File: src/rtl/cts_pkg.sv
package cts_pkg;
  typedef enum logic [2:0] {
    ST_IDLE,
    ST_CHG,
    ST_GAP1,
    ST_EXT,
    ST_XFER,
    ST_GAP2,
    ST_CMP,
    ST_GAP3
  } cts_state_e;
endpackage

File: src/rtl/cts_tick_div.sv
module cts_tick_div #(
  parameter int SEL_W = 3
) (
  input  logic             clk_i,
  input  logic             rst_ni,
  input  logic             clr_i,
  input  logic [SEL_W-1:0] sel_i,
  output logic             tick_o
);
  localparam int CW = (1 << SEL_W) - 1;

  logic [CW-1:0] cnt;
  logic [CW-1:0] limit;

  assign limit  = CW'((1 << sel_i) - 1);
  assign tick_o = !clr_i && (cnt == limit);

  always_ff @(posedge clk_i or negedge rst_ni) begin
    if (!rst_ni)      cnt <= '0;
    else if (clr_i)   cnt <= '0;
    else if (tick_o)  cnt <= '0;
    else              cnt <= cnt + CW'(1);
  end
endmodule

File: src/rtl/cts_ec_profile.sv
module cts_ec_profile #(
  parameter int ECM_W = 7
) (
  input  logic             clk_i,
  input  logic             rst_ni,
  input  logic             restart_i,
  input  logic             advance_i,
  input  logic [ECM_W-1:0] bound_i,
  output logic [ECM_W:0]   len_o
);
  localparam int EL_W = ECM_W + 1;

  logic          rising;
  logic [EL_W-1:0] peak;

  assign peak = EL_W'(bound_i) + EL_W'(1);

  always_ff @(posedge clk_i or negedge rst_ni) begin
    if (!rst_ni) begin
      len_o  <= '0;
      rising <= 1'b1;
    end else if (restart_i) begin
      len_o  <= '0;
      rising <= 1'b1;
    end else if (advance_i) begin
      if (rising) begin
        if (len_o == peak) begin
          len_o  <= len_o - EL_W'(1);
          rising <= 1'b0;
        end else begin
          len_o <= len_o + EL_W'(1);
        end
      end else begin
        if (len_o == '0) begin
          len_o  <= EL_W'(1);
          rising <= 1'b1;
        end else begin
          len_o <= len_o - EL_W'(1);
        end
      end
    end
  end
endmodule

File: src/rtl/cts_sequencer.sv
module cts_sequencer
  import cts_pkg::*;
#(
  parameter int DIV_W = 3,
  parameter int LEN_W = 4,
  parameter int ECM_W = 7,
  parameter int CNT_W = 8
) (
  input  logic             clk_i,
  input  logic             rst_ni,
  input  logic             start_i,
  input  logic [DIV_W-1:0] ct_div_i,
  input  logic [DIV_W-1:0] ec_div_i,
  input  logic [LEN_W-1:0] chg_len_i,
  input  logic [LEN_W-1:0] xfer_len_i,
  input  logic             ec_en_i,
  input  logic [ECM_W-1:0] ec_max_i,
  input  logic [CNT_W-1:0] max_cyc_i,
  input  logic             vs_above_i,
  output logic             chg_drv_o,
  output logic             ext_drv_o,
  output logic             xfer_drv_o,
  output logic             busy_o,
  output logic             done_o,
  output logic             maxerr_o,
  output logic [CNT_W-1:0] count_o
);
  localparam int EL_W = ECM_W + 1;
  localparam int PH_W = (EL_W > LEN_W) ? EL_W : LEN_W;

  cts_state_e      st, st_n;
  logic [PH_W-1:0] ph_cnt;
  logic [CNT_W-1:0] cyc;
  logic [EL_W-1:0] ec_len;
  logic vs_s1, vs_s2;
  logic ct_tick, ec_tick, ct_clr, ec_clr;
  logic step, last, term;
  logic prof_restart, prof_adv;

  assign ct_clr = !(st == ST_CHG || st == ST_XFER);
  assign ec_clr = (st != ST_EXT);

  cts_tick_div #(.SEL_W(DIV_W)) u_ct_div (
    .clk_i (clk_i), .rst_ni(rst_ni), .clr_i(ct_clr), .sel_i(ct_div_i), .tick_o(ct_tick)
  );

  cts_tick_div #(.SEL_W(DIV_W)) u_ec_div (
    .clk_i (clk_i), .rst_ni(rst_ni), .clr_i(ec_clr), .sel_i(ec_div_i), .tick_o(ec_tick)
  );

  assign prof_restart = (st == ST_IDLE) && start_i;
  assign prof_adv     = (st == ST_GAP3) && last;

  cts_ec_profile #(.ECM_W(ECM_W)) u_prof (
    .clk_i    (clk_i),
    .rst_ni   (rst_ni),
    .restart_i(prof_restart),
    .advance_i(prof_adv),
    .bound_i  (ec_max_i),
    .len_o    (ec_len)
  );

  assign term = vs_s2 || (cyc >= max_cyc_i);

  always_comb begin
    step = 1'b0;
    last = 1'b0;
    st_n = st;
    unique case (st)
      ST_IDLE: begin
        last = start_i;
        st_n = ST_CHG;
      end
      ST_CHG: begin
        step = ct_tick;
        last = ct_tick && (ph_cnt == PH_W'(chg_len_i));
        st_n = ST_GAP1;
      end
      ST_GAP1: begin
        step = 1'b1;
        last = (ph_cnt == PH_W'(1));
        st_n = (ec_en_i && ec_len != '0) ? ST_EXT : ST_XFER;
      end
      ST_EXT: begin
        step = ec_tick;
        last = ec_tick && ((ph_cnt + PH_W'(1)) == PH_W'(ec_len));
        st_n = ST_XFER;
      end
      ST_XFER: begin
        step = ct_tick;
        last = ct_tick && (ph_cnt == PH_W'(xfer_len_i));
        st_n = ST_GAP2;
      end
      ST_GAP2: begin
        step = 1'b1;
        last = (ph_cnt == PH_W'(1));
        st_n = ST_CMP;
      end
      ST_CMP: begin
        last = 1'b1;
        st_n = term ? ST_IDLE : ST_GAP3;
      end
      ST_GAP3: begin
        step = 1'b1;
        last = (ph_cnt == PH_W'(1));
        st_n = ST_CHG;
      end
      default: begin
        last = 1'b1;
        st_n = ST_IDLE;
      end
    endcase
  end

  always_ff @(posedge clk_i or negedge rst_ni) begin
    if (!rst_ni) begin
      st       <= ST_IDLE;
      ph_cnt   <= '0;
      cyc      <= '0;
      vs_s1    <= 1'b0;
      vs_s2    <= 1'b0;
      done_o   <= 1'b0;
      maxerr_o <= 1'b0;
      count_o  <= '0;
    end else begin
      vs_s1  <= vs_above_i;
      vs_s2  <= vs_s1;
      done_o <= 1'b0;
      if (last) begin
        st     <= st_n;
        ph_cnt <= '0;
      end else if (step) begin
        ph_cnt <= ph_cnt + PH_W'(1);
      end
      if (prof_restart) begin
        cyc      <= CNT_W'(1);
        maxerr_o <= 1'b0;
      end
      if (prof_adv) cyc <= cyc + CNT_W'(1);
      if (st == ST_CMP && term) begin
        done_o   <= 1'b1;
        count_o  <= cyc;
        maxerr_o <= !vs_s2;
      end
    end
  end

  assign chg_drv_o  = (st == ST_CHG);
  assign ext_drv_o  = (st == ST_EXT);
  assign xfer_drv_o = (st == ST_XFER);
  assign busy_o     = (st != ST_IDLE);
endmodule

File: config.mk
export PLATFORM = sky130hd
export DESIGN_NAME = cts_sequencer
export DESIGN_NICKNAME = d
export VERILOG_FILES = /design/src/rtl/cts_pkg.sv /design/src/rtl/cts_tick_div.sv /design/src/rtl/cts_ec_profile.sv /design/src/rtl/cts_sequencer.sv
export SDC_FILE = /design/constraint.sdc
export NUM_CORES = 1
export LEC_CHECK = 0
export BUFFER_PORTS_ARGS = -buffer_cell sky130_fd_sc_hd__buf_2
export CORE_MARGIN = 3
export CORE_UTILIZATION = 30
export DETAILED_ROUTE_END_ITERATION = 6
export GPL_TIMING_DRIVEN = 0
export SLEW_MARGIN = 20
export SYNTH_ARGS = -nofsm -noshare
export SYNTH_HDL_FRONTEND = slang
export SYNTH_SLANG_ARGS = --single-unit
File: constraint.sdc
create_clock -name clk_i -period 2.6 [get_ports clk_i]
set_input_delay 0.52 -clock clk_i [delete_from_list [all_inputs] [get_ports clk_i]]
set_output_delay 0.52 -clock clk_i [all_outputs]
set_load 0.02 [all_outputs]
==> metrics.txt <==
Residual DRC=0; P_int=2.27 mW; area of the multi-input gates=2750 um2; via count=3,590; Fmax achieved=0.368 GHz; FF/Latch Area=approximately 1400 um2; Worst Reg2Reg Path Length in Cells=9; die height=122 um; Synth async-reset ratio=1.00; CTS tree=built; Seq pwr share=0.308; combinational power share=0.523; most frequent cells in the layout=51 x dfrtp_1, 46 x buf_2, 37 x nor2_1; Req. time, crit path=2.78 ns; Routed Antenna Nets=0; clock tree buffer depth=2; net switching power=1.58 mW; fin crit period=around 2.7 ns; commonest non-fill, non-tap cell in the layout=dfrtp_1; initial antenna violation count=0; max-capacitance violation count=0; Post-Synthesis Cells=462; worst vdd ir=431 uV; ys flop type=dfrtp_1; Total Routing Usage GR=0.133; CP max stage cell=or3_4; Fillers=between 1,000 and 1,500; r2r endpoint=u_prof.len_o[2]; vias in the first global route=3,460; CP max FO=8; die area=14,900 um2; hold_ws=roughly 0.26 ns; Crit path top cell by count=buf_8; grt total ovfl=0; clock share of power=0.169; CP startpoint kind=input pin; TritonRoute pass-1 iters=4; I/O pin cnt=48; Synthesis Warnings=0; CTS sink cnt=54; synth-to-layout area growth=29.1%; setup ws final=-0.117 ns; Pwr Density=740 nW/um2; critical path endpoint=cyc[0]; Chip Width=122 um; post-synthesis cell type count=58; Syn Area/Cell=8.72 um2; leakage power=2.41 nW; Final Non-Filler Cells=707; gpl congestion=0.832; CTS buffer count=5; dpl hpwl=6830 um; #FFs+latches synth=54; Critical Path AT=2.89 ns; Worst Tran Pin Value=0.700 ns; Final Slew Violations=0; Worst-path clk slew=0.07 ns; reg2reg setup slack=-0.07 ns; switching share of power=0.411; CTS H-tree depth=2; launch instance of the worst register-to-register path=u_ec_div.cnt[0]; Mapped Nets=515; sequential share of the synthesized area=0.336; CP startpoint=ct_div_i[1]; Mapped Area=4030 um2; Max-slew headroom=0.533; Initial Utilization=0.313; I/O Buffers=43; Hold Crit Class=in2async; failing checks=negative setup slack; Final period util=1.04; layout cells sized above 1=0.299; Clock Skew=0.00461 ns; RSZ-0062 raised after global routing=true; Routed WL=9790 um; Clk Latency, worst-skew pair=around 0.29 ns; per-cell routed wire length=approximately 14 um; critical path class=in2reg; Crit path largest cell delay=0.37 ns; Post-synth EDFFs=0; global-route wire length before repair=roughly 17,000 um; Power Total=3.85 mW; Final setup viols=24; Root Buffer=clkbuf_16; Fin. Hold Viols=0; pre-CTS setup slack=-0.757 ns; critical-path cell list=buf_8 -> buf_8 -> or3_4 -> ha_4 -> xor2_2 -> o21bai_1 -> o2bb2ai_2 -> a211oi_2 -> buf_4 -> a31oi_4 -> a21o_4 -> buf_6 -> nand2_4 -> mux2_2; status=complete, but fails checks; Vias/cell=5.08; DR iter-0 viols=127; CORE AREA=between 10,000 and 15,000 um2; largest net degree at the start of global routing=55; Critical Path End Type=flip-flop; ant diodes=0; placed instance count=677; # rows=41; Layout Nets=588
## metrics by stage
stage | instance area [um2] | TNS [ns] | utilization
2_1_floorplan | 4130 | -2.19 | -
3_3_place_gp | 4560 | -18.22 | 0.354
3_5_place_dp | 4560 | -20.12 | 0.354
4_1_cts | 5010 | -2.75 | 0.389
5_1_grt | 5200 | -4.20 | 0.404
6_report | 5200 | -1.34 | 0.404
## state kept, by name, summed over array words and instances, names as in the netlist, 3 cells and up
signal        cells
u_prof.len_o      8
u_ct_div.cnt      7
count_o           8
ph_cnt            8
cyc               8
st                3
u_ec_div.cnt      7
## Yosys cell counts, types with 13 or more instances
cell type,instances,area (um2)
nor2_1,40,150
dfrtp_1,53,1330
ha_1,19,238
clkbuf_1,17,63.8
buf_2,13,65.1
xor2_1,24,210
nand3_1,31,155
mux2i_1,14,140
nand2_1,43,161
and3_1,16,100
inv_1,16,60.1
xnor2_1,22,193
o21ai_0,21,105
## worst min-delay path by stage
stage	endpoint	slack, ns	depth (start not counted)
2_1_floorplan	count_o[0]	0.22	0
6_report	count_o[1]	0.26	1
4_1_cts	count_o[1]	0.31	1
5_1_grt	vs_s1	0.32	1
3_3_place_gp	vs_s2	0.33	0
3_5_place_dp	vs_s2	0.34	0
## cell families (layout without fill, tap and decap cells)
logic type	after synthesis	in the layout	synth area share
buffers and inverters	48	121	0.0516
flip-flops	54	54	0.336
adder cells (fa/ha/maj)	19	19	0.0590
AND/OR/NAND/NOR	194	194	0.252
XOR/XNOR	46	46	0.100
AO/OA/AOI/OAI	77	77	0.139
multiplexers	24	24	0.0627
## power groups by stage
stage / clock [mW] / combinational [mW] / sequential [mW]
final: 0.653 / 2.01 / 1.19
after global routing: 0.712 / 2.24 / 1.21
after CTS: 0.665 / 1.93 / 1.18
after detailed placement: 0 / 1.72 / 1.19
after global placement: 0 / 1.67 / 1.18
after floorplan: 0 / 1.26 / 1.21
## routing by layer
layer | global-route usage | vias to the layer above | part of all wire
met5 | 0 | - | 0
met1 | 0.193 | 1744 | 0.49
met3 | 0.0167 | 5 | 0.031
met2 | 0.220 | 65 | 0.48
li1 | - | 1776 | -
met4 | 0.0147 | 0 | 0.0036
## worst max-delay path, delay by kind of cell
family	cells	cell delay (ns)
AO/OA/AOI/OAI	5	0.83
buffers and inverters	4	0.49
AND/OR/NAND/NOR	2	0.42
multiplexers	1	0.27
adder cells (fa/ha/maj)	1	0.21
XOR/XNOR	1	0.16
## layout make-up
type | instances | area share
clock inverters | 2 | 0.00265
inverters | 16 | 0.0115
flip-flops and latches | 54 | 0.260
well taps | 172 | 0.0414
repair buffers | 69 | 0.0928
clock buffers | 5 | 0.0241
multi-input cells | 360 | 0.529
plain buffers | 29 | 0.0385
## what timing repair did
item                                    CTS  global route
buffers inserted                         17             8
cloned                                    2             0
endpoints found under the setup margin   37            37
hold buffers                              0             0
resized for setup                        32            47
pin swaps                                17            30
No activity file was read; power rests on OpenSTA's default activity.
